**src/rtl/mt_pkg.sv**
```systemverilog
package mt_pkg;
  localparam logic [31:0] OFS_SWI    = 32'h0000_0000;
  localparam logic [31:0] OFS_CMP_LO = 32'h0000_4000;
  localparam logic [31:0] OFS_CMP_HI = 32'h0000_4004;
  localparam logic [31:0] OFS_CNT_LO = 32'h0000_BFF8;
  localparam logic [31:0] OFS_CNT_HI = 32'h0000_BFFC;

  typedef enum logic [2:0] {
    SEL_NONE, SEL_SWI, SEL_CMP_LO, SEL_CMP_HI, SEL_CNT_LO, SEL_CNT_HI
  } reg_sel_e;
endpackage

```
**src/rtl/mt_counter.sv**
```systemverilog
module mt_counter #(
  parameter int W = 32
) (
  input  logic         clk,
  input  logic         rst_n,
  input  logic         tick_en,
  output logic [W-1:0] cnt_lo,
  output logic [W-1:0] cnt_hi,
  output logic         lo_wrap
);
  localparam logic [W-1:0] ONE = W'(1);

  function automatic logic [W-1:0] add_one(input logic [W-1:0] v);
    return v + ONE;
  endfunction

  assign lo_wrap = tick_en && (&cnt_lo);

  always_ff @(posedge clk or negedge rst_n) begin
    if (!rst_n) begin
      cnt_lo <= '0;
      cnt_hi <= '0;
    end else if (tick_en) begin
      cnt_lo <= add_one(cnt_lo);
      if (lo_wrap) cnt_hi <= add_one(cnt_hi);
    end
  end
endmodule

```
**src/rtl/mt_compare.sv**
```systemverilog
module mt_compare #(
  parameter int W = 32
) (
  input  logic [W-1:0] cnt_lo,
  input  logic [W-1:0] cnt_hi,
  input  logic [W-1:0] cmp_lo,
  input  logic [W-1:0] cmp_hi,
  output logic         irq
);
  function automatic logic fires(input logic [W-1:0] c_hi, input logic [W-1:0] c_lo,
                                 input logic [W-1:0] k_hi, input logic [W-1:0] k_lo);
    logic armed;
    armed = (k_hi != '0) || (k_lo != '0);
    return armed && ((c_hi > k_hi) || ((c_hi == k_hi) && (c_lo == k_lo)));
  endfunction

  assign irq = fires(cnt_hi, cnt_lo, cmp_hi, cmp_lo);
endmodule

```
**src/rtl/mt_regs.sv**
```systemverilog
module mt_regs
  import mt_pkg::*;
#(
  parameter int W  = 32,
  parameter int AW = 16
) (
  input  logic          clk,
  input  logic          rst_n,
  input  logic          req_valid,
  input  logic          req_write,
  input  logic [AW-1:0] req_addr,
  input  logic [W-1:0]  req_wdata,
  input  logic [W-1:0]  cnt_lo,
  input  logic [W-1:0]  cnt_hi,
  output logic [W-1:0]  cmp_lo,
  output logic [W-1:0]  cmp_hi,
  output logic [W-1:0]  rsp_rdata
);
  function automatic reg_sel_e decode(input logic [AW-1:0] a);
    logic [31:0] a32;
    a32 = 32'(a);
    case (a32)
      OFS_SWI:    return SEL_SWI;
      OFS_CMP_LO: return SEL_CMP_LO;
      OFS_CMP_HI: return SEL_CMP_HI;
      OFS_CNT_LO: return SEL_CNT_LO;
      OFS_CNT_HI: return SEL_CNT_HI;
      default:    return SEL_NONE;
    endcase
  endfunction

  reg_sel_e     sel;
  logic [W-1:0] rd_mux;

  assign sel = decode(req_addr);

  always_comb begin
    case (sel)
      SEL_CMP_LO: rd_mux = cmp_lo;
      SEL_CMP_HI: rd_mux = cmp_hi;
      SEL_CNT_LO: rd_mux = cnt_lo;
      SEL_CNT_HI: rd_mux = cnt_hi;
      default:    rd_mux = '0;
    endcase
  end

  always_ff @(posedge clk or negedge rst_n) begin
    if (!rst_n) begin
      cmp_lo    <= '0;
      cmp_hi    <= '0;
      rsp_rdata <= '0;
    end else if (req_valid) begin
      if (req_write) begin
        if (sel == SEL_CMP_LO) cmp_lo <= req_wdata;
        if (sel == SEL_CMP_HI) cmp_hi <= req_wdata;
      end else begin
        rsp_rdata <= rd_mux;
      end
    end
  end
endmodule

```
**src/rtl/mach_timer.sv**
```systemverilog
module mach_timer #(
  parameter int W  = 32,
  parameter int AW = 16
) (
  input  logic          clk,
  input  logic          rst_n,
  input  logic          tick_en,
  input  logic          req_valid,
  input  logic          req_write,
  input  logic [AW-1:0] req_addr,
  input  logic [W-1:0]  req_wdata,
  output logic [W-1:0]  rsp_rdata,
  output logic          timer_irq
);
  logic [W-1:0] cnt_lo, cnt_hi, cmp_lo, cmp_hi;
  logic         lo_wrap;

  mt_counter #(.W(W)) u_cnt (
    .clk(clk), .rst_n(rst_n), .tick_en(tick_en),
    .cnt_lo(cnt_lo), .cnt_hi(cnt_hi), .lo_wrap(lo_wrap)
  );

  mt_regs #(.W(W), .AW(AW)) u_regs (
    .clk(clk), .rst_n(rst_n), .req_valid(req_valid), .req_write(req_write),
    .req_addr(req_addr), .req_wdata(req_wdata), .cnt_lo(cnt_lo), .cnt_hi(cnt_hi),
    .cmp_lo(cmp_lo), .cmp_hi(cmp_hi), .rsp_rdata(rsp_rdata)
  );

  mt_compare #(.W(W)) u_cmp (
    .cnt_lo(cnt_lo), .cnt_hi(cnt_hi), .cmp_lo(cmp_lo), .cmp_hi(cmp_hi),
    .irq(timer_irq)
  );
endmodule

```
**config.mk**
```make
export PLATFORM = sky130hd
export DESIGN_NAME = mach_timer
export DESIGN_NICKNAME = d
export VERILOG_FILES = /design/src/rtl/mt_pkg.sv /design/src/rtl/mt_counter.sv /design/src/rtl/mt_compare.sv /design/src/rtl/mt_regs.sv /design/src/rtl/mach_timer.sv
export SDC_FILE = /design/constraint.sdc
export NUM_CORES = 1
export LEC_CHECK = 0
export ABC_AREA = 1
export CAP_MARGIN = 40
export CORE_ASPECT_RATIO = 1.75
export CORE_UTILIZATION = 35
export DETAILED_ROUTE_END_ITERATION = 7
export PLACE_DENSITY = 0.58
export SYNTH_ARGS = -nofsm -noshare
export SYNTH_HDL_FRONTEND = slang
export SYNTH_SLANG_ARGS = --single-unit
```
**constraint.sdc**
```tcl
create_clock -name clk -period 2.54 [get_ports clk]
set_clock_uncertainty 0.15 [all_clocks]
set_input_delay 0.508 -clock clk [delete_from_list [all_inputs] [get_ports clk]]
set_output_delay 0.508 -clock clk [all_outputs]
set_load 0.05 [all_outputs]
```
==> results.md, run 1 <==
- Status: finished, violations left
- Failing checks: setup timing
- RSZ-0062 raised after global routing: true
- IO Port Bufs: 85
- Critical Path Fanout Max: 3
- I/O pins: 86
- Antenna violations before repair: 0
- Leak: 6.39 nW
- WL final: 32,900 µm
- Remaining antenna violation count: 0
- Synth Cell Area: 9810 µm²
- Crit path arrival time: 2.21 ns
- Design Power: 0.00591 W
- Final Setup Violations: 1
- Final Cycle Share: 113%
- First-pass GRT wire length: 51,000 µm
- Drt drc: 0
- Core area: 27,400 µm²
- Max transition margin: 65.7%
- Gr usage total: 24.0%
- Cells after Synth: roughly 1,300
- Slowest-stage cell, CP: dfrtp_1
- Post-synth EDFFs: 0
- Synth cell types: 46
- Placed Area: 12,100 µm²
- Endpoints failing hold: 0
- Max cap viols: 0
- CP cell instances: inv_2 > ha_4 > nand2_1 > nor2_4 > nand2_4 > nor4_4 > nand2_1 > nand2_2 > nor2_4 > buf_12
- Syn Nets: 1,389
- Post-synth ARST share: 100%
- Max Root-Sink Buffers: 2
- Reg2reg setup slack: 0.22 ns
- Die X-Extent: 129 µm
- VDD IR max: 0.000491 V
- CTS root buf: clkbuf_16
- FP Rows: 80
- Worst-Margin Slew: 0.513 ns
- Critical path class: register to output pin
- CTS tree: built
- Ratio of total power to cell area: 450 nW/µm²
- Final WS setup: -0.331 ns
- Post-route setup TNS: -0.331 ns
- Grt ovf: 0
- Worst-Skew Late Latency: 0.46 ns
- Clock transition at path regs: 0.07 ns
- Vias/cell: 4.95
- Sequential element share of the synthesized area: 40.8%
- DIE AREA: 28,700 µm²
- Global placer's final weighted congestion: around 0.95
- Number of global-route vias before repair: 9,388
- Startpoint Class: register
- Worst Hold Path Cells: 2
- H-tree Lvls: 4
- DP Wirelength: 26,400 µm
- HP Class: register to register
- Fin. max-slew vios: 0
- Nets@finish: 1,602
- Tmin final: 2.87 ns
- Largest net degree at the start of global routing: 65
- Delay of the slowest critical-path stage: 0.40 ns
- Total CTS buffers: 17
- Most common flop cell mapped by yosys: dfrtp_1
- Num Clock Sinks: 160
- Layout cells sized above 1: 20.1%
- Worst R2R Path Depth: 10
- Max Clock Freq: 0.348 GHz
- Synth Register Bits: 160
- Die Ht: 224 µm
- Initial DRC Count: between 600 and 700
- Area Growth Syn to Fin: 33.7%
- DR vias: 9,392
- Syn Area/Cell: ~7.5 µm²
- Final instance area: about 13,000 µm²
- Crit. End Element: output pin
- Pre-Repair DR Iteration Count: 5
- Required @ worst endpoint: 1.88 ns
- Wire per inst: around 17 µm
- Ant. Diodes: 0
- Synth warn: 0
- Initial Util: 35.8%
-- placed cells by master, fill, tap and decap left out, types with 11 or more instances in the layout --
| master | count |
|---|---|
| dfrtp_1 | 159 |
| o22ai_1 | 11 |
| nor2_4 | 15 |
| ha_1 | 18 |
| buf_12 | 12 |
| nand4_1 | 18 |
| xnor2_1 | 17 |
| nand3_1 | 50 |
| o21ai_1 | 38 |
| o21ai_0 | 64 |
| nor4_1 | 12 |
| nand2_2 | 21 |
| nor2_2 | 13 |
| inv_1 | 140 |
| ha_4 | 16 |
| nor3_1 | 33 |
| inv_2 | 27 |
| nand2_1 | 351 |
| a21oi_1 | 52 |
| buf_4 | 127 |
| nor2_1 | 102 |
| clkbuf_16 | 17 |
| clkdlybuf4s50_1 | 83 |
| xor2_1 | 60 |
-- where the power goes --
group          total [W]  internal, W  switching (W)
Clock            0.00259      0.00138        0.00121
Combinational   0.000611     0.000268       0.000343
Sequential       0.00271      0.00261      0.0000960
Total            0.00591      0.00426        0.00165
-- worst paths after layout --
| kind | start | endpoint |
|---|---|---|
| min | u_regs.rsp_rdata[7] | u_regs.rsp_rdata[7] |
| min in group asynchronous | rst_n | u_regs.cmp_hi[4] |
| max reg2reg | u_cnt.cnt_hi[1] | u_cnt.cnt_hi[24] |
| min reg2reg | u_regs.rsp_rdata[7] | u_regs.rsp_rdata[7] |
| max in group asynchronous | rst_n | u_cnt.cnt_hi[30] |
| max | u_regs.cmp_hi[17] | timer_irq |
-- worst max-delay path, delay by kind of cell (launching register included) --
kind	cells	cell delay, ns
buffers and inverters	2	0.23
adder cells (fa/ha/maj)	1	0.27
flip-flops	1	0.40
AND/OR/NAND/NOR	7	0.85
-- cell usage after synthesis (3+ instances only) --
cell	count	area share [%]
a21oi_1	52	2.7
and3_1	3	0.19
buf_2	8	0.41
buf_4	4	0.31
clkbuf_1	15	0.57
dfrtp_1	160	41
ha_1	34	4.3
inv_1	164	6.3
inv_2	3	0.11
nand2_1	363	14
nand2_2	12	0.76
nand3_1	51	2.6
nand3_2	4	0.41
nand4_1	18	1.1
nor2_1	112	4.3
nor2_2	9	0.57
nor2_4	9	1.0
nor3_1	34	1.7
nor3_2	3	0.31
nor4_1	17	1.1
o21ai_0	66	3.4
o21ai_1	36	1.8
o21ai_2	5	0.45
o22ai_1	11	0.70
o32ai_1	3	0.27
or2_2	5	0.32
xnor2_1	17	1.5
xor2_1	60	5.4
-- area by class of cell --
| type | instances | area, µm² |
|---|---|---|
| fillers | 2770 | 14300 |
| multi-input cells | 941 | 5380 |
| flip-flops and latches | 160 | 4010 |
| repair buffers | 226 | 2070 |
| inverters | 169 | 639 |
| well taps | 369 | 462 |
| clock buffers | 17 | 425 |
| clock inverters | 15 | 150 |
-- metal layers --
| layer | vias up | GRT usage, % | share of wire (%) |
|---|---|---|---|
| met4 | 0 | 15.2 | 5.5 |
| met2 | 248 | 41.0 | 51 |
| met3 | 86 | 3.45 | 3.0 |
| li1 | 4600 | - | - |
| met5 | - | 0 | 0 |
| met1 | 4458 | 27.7 | 40 |
-- flip-flops by register name, indices dropped and copies added (netlist names) --
register,cells
u_regs.cmp_lo,32
u_regs.cmp_hi,32
u_cnt.cnt_hi,32
u_cnt.cnt_lo,32
u_regs.rsp_rdata,32
-- what timing repair did --
item	4_1_cts	5_1_grt
hold buffers	1	0
setup endpoints to repair	1	1
resized for setup	9	77
hold endpoints to repair	43	0
setup buffers	2	11
pin swaps	6	24
-- per-stage QoR --
step	hold WS [ns]	std cells	setup WS [ns]	util (%)
2_1_floorplan	0.0624	1302	0.162	-
3_3_place_gp	0.314	1850	-0.193	44.0
3_5_place_dp	0.315	1851	-0.173	44.0
4_1_cts	0.333	1886	-0.500	46.3
5_1_grt	0.356	1897	-0.415	47.9
6_report	0.328	1897	-0.331	47.9
-- cells by family (layout without fill, tap and decap cells) --
family,count (synthesis),count (layout),synth area share (%)
AO/OA/AOI/OAI,177,177,9.59
buffers and inverters,201,427,8.20
flip-flops,160,160,40.8
adder cells (fa/ha/maj),34,34,4.33
AND/OR/NAND/NOR,653,653,30.2
XOR/XNOR,77,77,6.87
Note: power is estimated with default switching activity, not from simulation.
==> inputs of run 2 (changes only) <==
Settings changed: ABC_AREA 1 to unset, CORE_UTILIZATION 35 to 28, PLACE_DENSITY 0.58 to 0.5.
==> run 2 against run 1 <==
The run still ends with setup timing left. First-iteration DRC count down 34%. Count of clock-buffer cells in the layout increased by 6. Non-clock buffer count increased by 26. Wire length decreased by 6.2%. Setup slack worse by 0.37 ns. Power grew 2.7%. Largest cell class unchanged.
==> results.md, run 2 <==
- Dpl cells: 1,409 (was 1,851)
- Crit path arrival time: 2.58 ns (was 2.21 ns)
- WL final: 30,900 µm (was 32,900 µm)
- Synth Cell Area: 8730 µm² (was 9810 µm²)
- Worst Hold Path Cells: 2 (unchanged)
- Worst-Margin Slew: 0.550 ns (was 0.513 ns)
- Required @ worst endpoint: 1.88 ns (about the same)
- Critical path's top delay family: simple AND/OR/NAND/NOR gates (unchanged)
- Tmin final: 3.24 ns (was 2.87 ns)
- DP Wirelength: 24,400 µm (was 26,400 µm)
- Commonest cells post-synth: 160 x dfrtp_1, 77 x nand2_1, 68 x mux2_2 (was 363 x nand2_1, 164 x inv_1, 160 x dfrtp_1)
- Pre-Repair DR Iteration Count: 5 (unchanged)
- Post-route setup TNS: -0.698 ns (was -0.331 ns)
- Max transition margin: 63.2% (was 65.7%)
- Num Clock Sinks: 160 (unchanged)
- Final Setup Violations: 1 (unchanged)
- Synth warn: 0 (unchanged)
- Most common flop cell mapped by yosys: dfrtp_1 (unchanged)
- R2r startpoint: u_cnt.cnt_lo[0] (was u_cnt.cnt_hi[1])
- Non-filler instance count after layout: 1,442 (was 1,897)
- Final Cycle Share: 127% (was 113%)
- First-pass GRT wire length: 47,000 µm (was 51,000 µm)
- HP Class: register to register (unchanged)
- Reg2reg setup slack: 0.10 ns (was 0.22 ns)
- RSZ-0062 raised after global routing: true (unchanged)
- Vias/cell: 5.07 (was 4.95)
- Global Route met3 Usage: 2.82% (was 3.45%)
- Yosys top cell by area: dfrtp_1 (unchanged)
- Die Ht: 236 µm (was 224 µm)
- Core area: 30,700 µm² (was 27,400 µm²)
- Dominant cell by count in the synthesized netlist: dfrtp_1 (was nand2_1)
- Top cell type's share of synthesized area: 45.8% (was 40.8%)
- Critical Path Fanout Max: 2 (was 3)
- GR Util met1: 22.6% (was 27.7%)
- I/O pins: 86 (unchanged)
- Total CTS buffers: 17 (unchanged)
- Post-synth ARST share: 100% (unchanged)
- Gr usage total: 20.4% (was 24.0%)
- Antenna violations before repair: 0 (unchanged)
- Nets@finish: 1,125 (was 1,602)
- Critical path class: register to output pin (unchanged)
- Largest family of logic cells by synthesized area: simple AND/OR/NAND/NOR gates (unchanged)
- Commonest non-fill, non-tap cell in the layout: dfrtp_1 (was nand2_1)
- Final WS setup: -0.698 ns (was -0.331 ns)
- End of the worst hold path: u_regs.rsp_rdata[10] (was u_regs.rsp_rdata[7])
- Synth cell types: 47 (was 46)
- Die X-Extent: 136 µm (was 129 µm)
- Fin. max-slew vios: 0 (unchanged)
- FP Rows: 85 (was 80)
- Drt drc: 0 (unchanged)
- Initial DRC Count: 398 (was 603)
- Startpoint of the worst hold path: u_regs.rsp_rdata[10] (was u_regs.rsp_rdata[7])
- CTS root buf: clkbuf_16 (unchanged)
- Wire per inst: 21.4 µm (was 17.4 µm)
- Post-synthesis compound-gate area fraction: 11.5% (was 9.59%)
- Max cap viols: 0 (unchanged)
- CTS tree: built (unchanged)
- CP bufs+invs: 1 (was 2)
- H-tree Lvls: 4 (unchanged)
- VDD IR max: 0.000505 V (was 0.000491 V)
- Reg2reg end: u_cnt.cnt_hi[1] (was u_cnt.cnt_hi[24])
- Synth Register Bits: 160 (unchanged)
- Syn Area/Cell: 10.8 µm² (was 7.54 µm²)
- Remaining antenna violation count: 0 (unchanged)
- Grt ovf: 0 (unchanged)
- Initial Util: 28.4% (was 35.8%)
- Post-Synth Simple-Gate Area: 15.2% (was 30.2%)
- Top post-synthesis cells by area: dfrtp_1 46%, mux2_2 8.8%, ha_1 4.9% (was dfrtp_1 41%, nand2_1 14%, inv_1 6.3%)
- DIE AREA: 31,900 µm² (was 28,700 µm²)
- Delay of the slowest critical-path stage: 0.55 ns (was 0.40 ns)
- Startpoint Class: register (unchanged)
- Largest net degree at the start of global routing: 44 (was 65)
- Leak: 5.88 nW (was 6.39 nW)
- M2 GR Usage: 36.7% (was 41.0%)
- Post-synthesis mux area share: 9.23% (was 0%)
- Number of global-route vias before repair: 7,618 (was 9,388)
- Status: finished, violations left (unchanged)
- Max Clock Freq: 0.309 GHz (was 0.348 GHz)
- Clock transition at path regs: 0.07 ns (about the same)
- Max Root-Sink Buffers: 2 (unchanged)
- GR peak layer: met2 (unchanged)
- Ant. Diodes: 0 (unchanged)
- Crit. End Element: output pin (unchanged)
- Worst-Skew Late Latency: 0.45 ns (was 0.46 ns)
- Commonest cells after routing, fill and taps aside: 159 x dfrtp_1, 153 x buf_4, 82 x clkdlybuf4s50_1 (was 351 x nand2_1, 159 x dfrtp_1, 140 x inv_1)
- Slowest-stage cell, CP: or4_4 (was dfrtp_1)
- DR vias: 7,315 (was 9,392)
- Ratio of total power to cell area: 504 nW/µm² (was 450 nW/µm²)
- Global placer's final weighted congestion: 0.885 (was 0.954)
- Design Power: 0.00607 W (was 0.00591 W)
- Area Growth Syn to Fin: 37.7% (was 33.7%)
- Post-synth EDFFs: 0 (unchanged)
- Syn Nets: 898 (was 1,389)
- Layout cells sized above 1: 30.0% (was 20.1%)
- Endpoints failing hold: 0 (unchanged)
- Synth Area in Adders: 4.87% (was 4.33%)
- Sequential element share of the synthesized area: 45.8% (was 40.8%)
- Worst hold slack: 0.342 ns (was 0.328 ns)
- CP cell instances: ha_4 > nand3_2 > or4_4 > nand2b_4 > a31o_2 > a211oi_4 > buf_12 (was inv_2 > ha_4 > nand2_1 > nor2_4 > nand2_4 > nor4_4 > nand2_1 > nand2_2 > nor2_4 > buf_12)
- XOR/XNOR Fraction of Synth Area: 9.43% (was 6.87%)
- Failing checks: setup timing (unchanged)
- Cells after Synth: 811 (was 1,302)
- IO Port Bufs: 85 (unchanged)
- Worst R2R Path Depth: 7 (was 10)
run 2: cell types whose count changed in the layout (fill, tap and decap cells not counted), moves of 28 or more:
cell / change
a21oi_1: -39
a31o_2: +28
inv_1: -102
mux2_2: +68
nand2_1: -274
nor2_1: -83
nor3_1: -29
o21ai_0: -53
o21ai_1: -38
xnor2_1: +31
run 2: how the worst max path moves through the flow:
| stage | from | end | cells after the start | slack, ns |
|---|---|---|---|---|
| floorplan | u_cnt.cnt_hi[23] | timer_irq | 6 | -0.35 |
| global placement | u_regs.cmp_hi[23] | timer_irq | 8 | -0.33 |
| detailed placement | u_regs.cmp_hi[23] | timer_irq | 8 | -0.32 |
| CTS | u_cnt.cnt_hi[23] | timer_irq | 7 | -0.74 |
| global route | u_regs.cmp_hi[20] | timer_irq | 8 | -0.82 |
| finish | u_cnt.cnt_hi[23] | timer_irq | 7 | -0.70 |
run 2: layout make-up:
cell class | count | area (µm²)
clock inverter | 9 | 130
multi-input combinational | 569 | 4500
fill | 3012 | 18700
sequential | 160 | 4010
tap | 391 | 489
timing repair buffer | 252 | 2280
inverter | 38 | 143
clock buffer | 23 | 488
run 2: layer usage:
metal / share of wire, % / up-vias / routed length (µm)
li1: - / 3431 / -
met1: 38 / 3647 / 11800
met2: 54 / 184 / 16700
met3: 3.1 / 53 / 966
met4: 5.0 / 0 / 1530
met5: 0 / - / 0
run 2: kinds of logic after synthesis:
kind of cell,count (synthesis)
adder cells (fa/ha/maj),34
flip-flops,160
XOR/XNOR,94
multiplexers,72
AO/OA/AOI/OAI,123
AND/OR/NAND/NOR,246
buffers and inverters,82
run 2: repair_timing:
action / 4_1_cts / 5_1_grt
cloned: 0 / 0
pin swaps: 3 / 0
endpoints found under the setup margin: 1 / 1
buffers inserted: 0 / 0
gates resized for setup: 6 / 0
hold buffers: 1 / 0
hold endpoints to repair: 39 / 0
run 2: worst reg2reg max path, stage by stage, from the launching register on:
cell	delay (ns)
dfrtp_1	0.38
buf_4	0.13
ha_1	0.17
nand4_2	0.11
or4_4	0.53
nor4_4	0.28
buf_12	0.21
mux2_2	0.36
run 2: metrics by stage:
stage	worst slack (ns)	utilization [%]	area, µm²
2_1_floorplan	-0.347	-	8780
3_3_place_gp	-0.325	36.9	11400
3_5_place_dp	-0.323	36.9	11400
4_1_cts	-0.740	39.1	12000
5_1_grt	-0.823	39.1	12000
6_report	-0.698	39.1	12000
run 2: where the power goes:
group	total (W)	switching [W]	internal, W
Sequential	0.00265	0.0000448	0.00261
Clock	0.00273	0.00108	0.00165
Combinational	0.000685	0.000375	0.000310
Total	0.00607	0.00150	0.00457
==> inputs of run 3 (changes only) <==
Settings changed: CTS_CLUSTER_SIZE set to 8, SLEW_MARGIN set to 15.
==> results of run 3 <==
Final layout, timing and power as in run 2 (identical DEF).
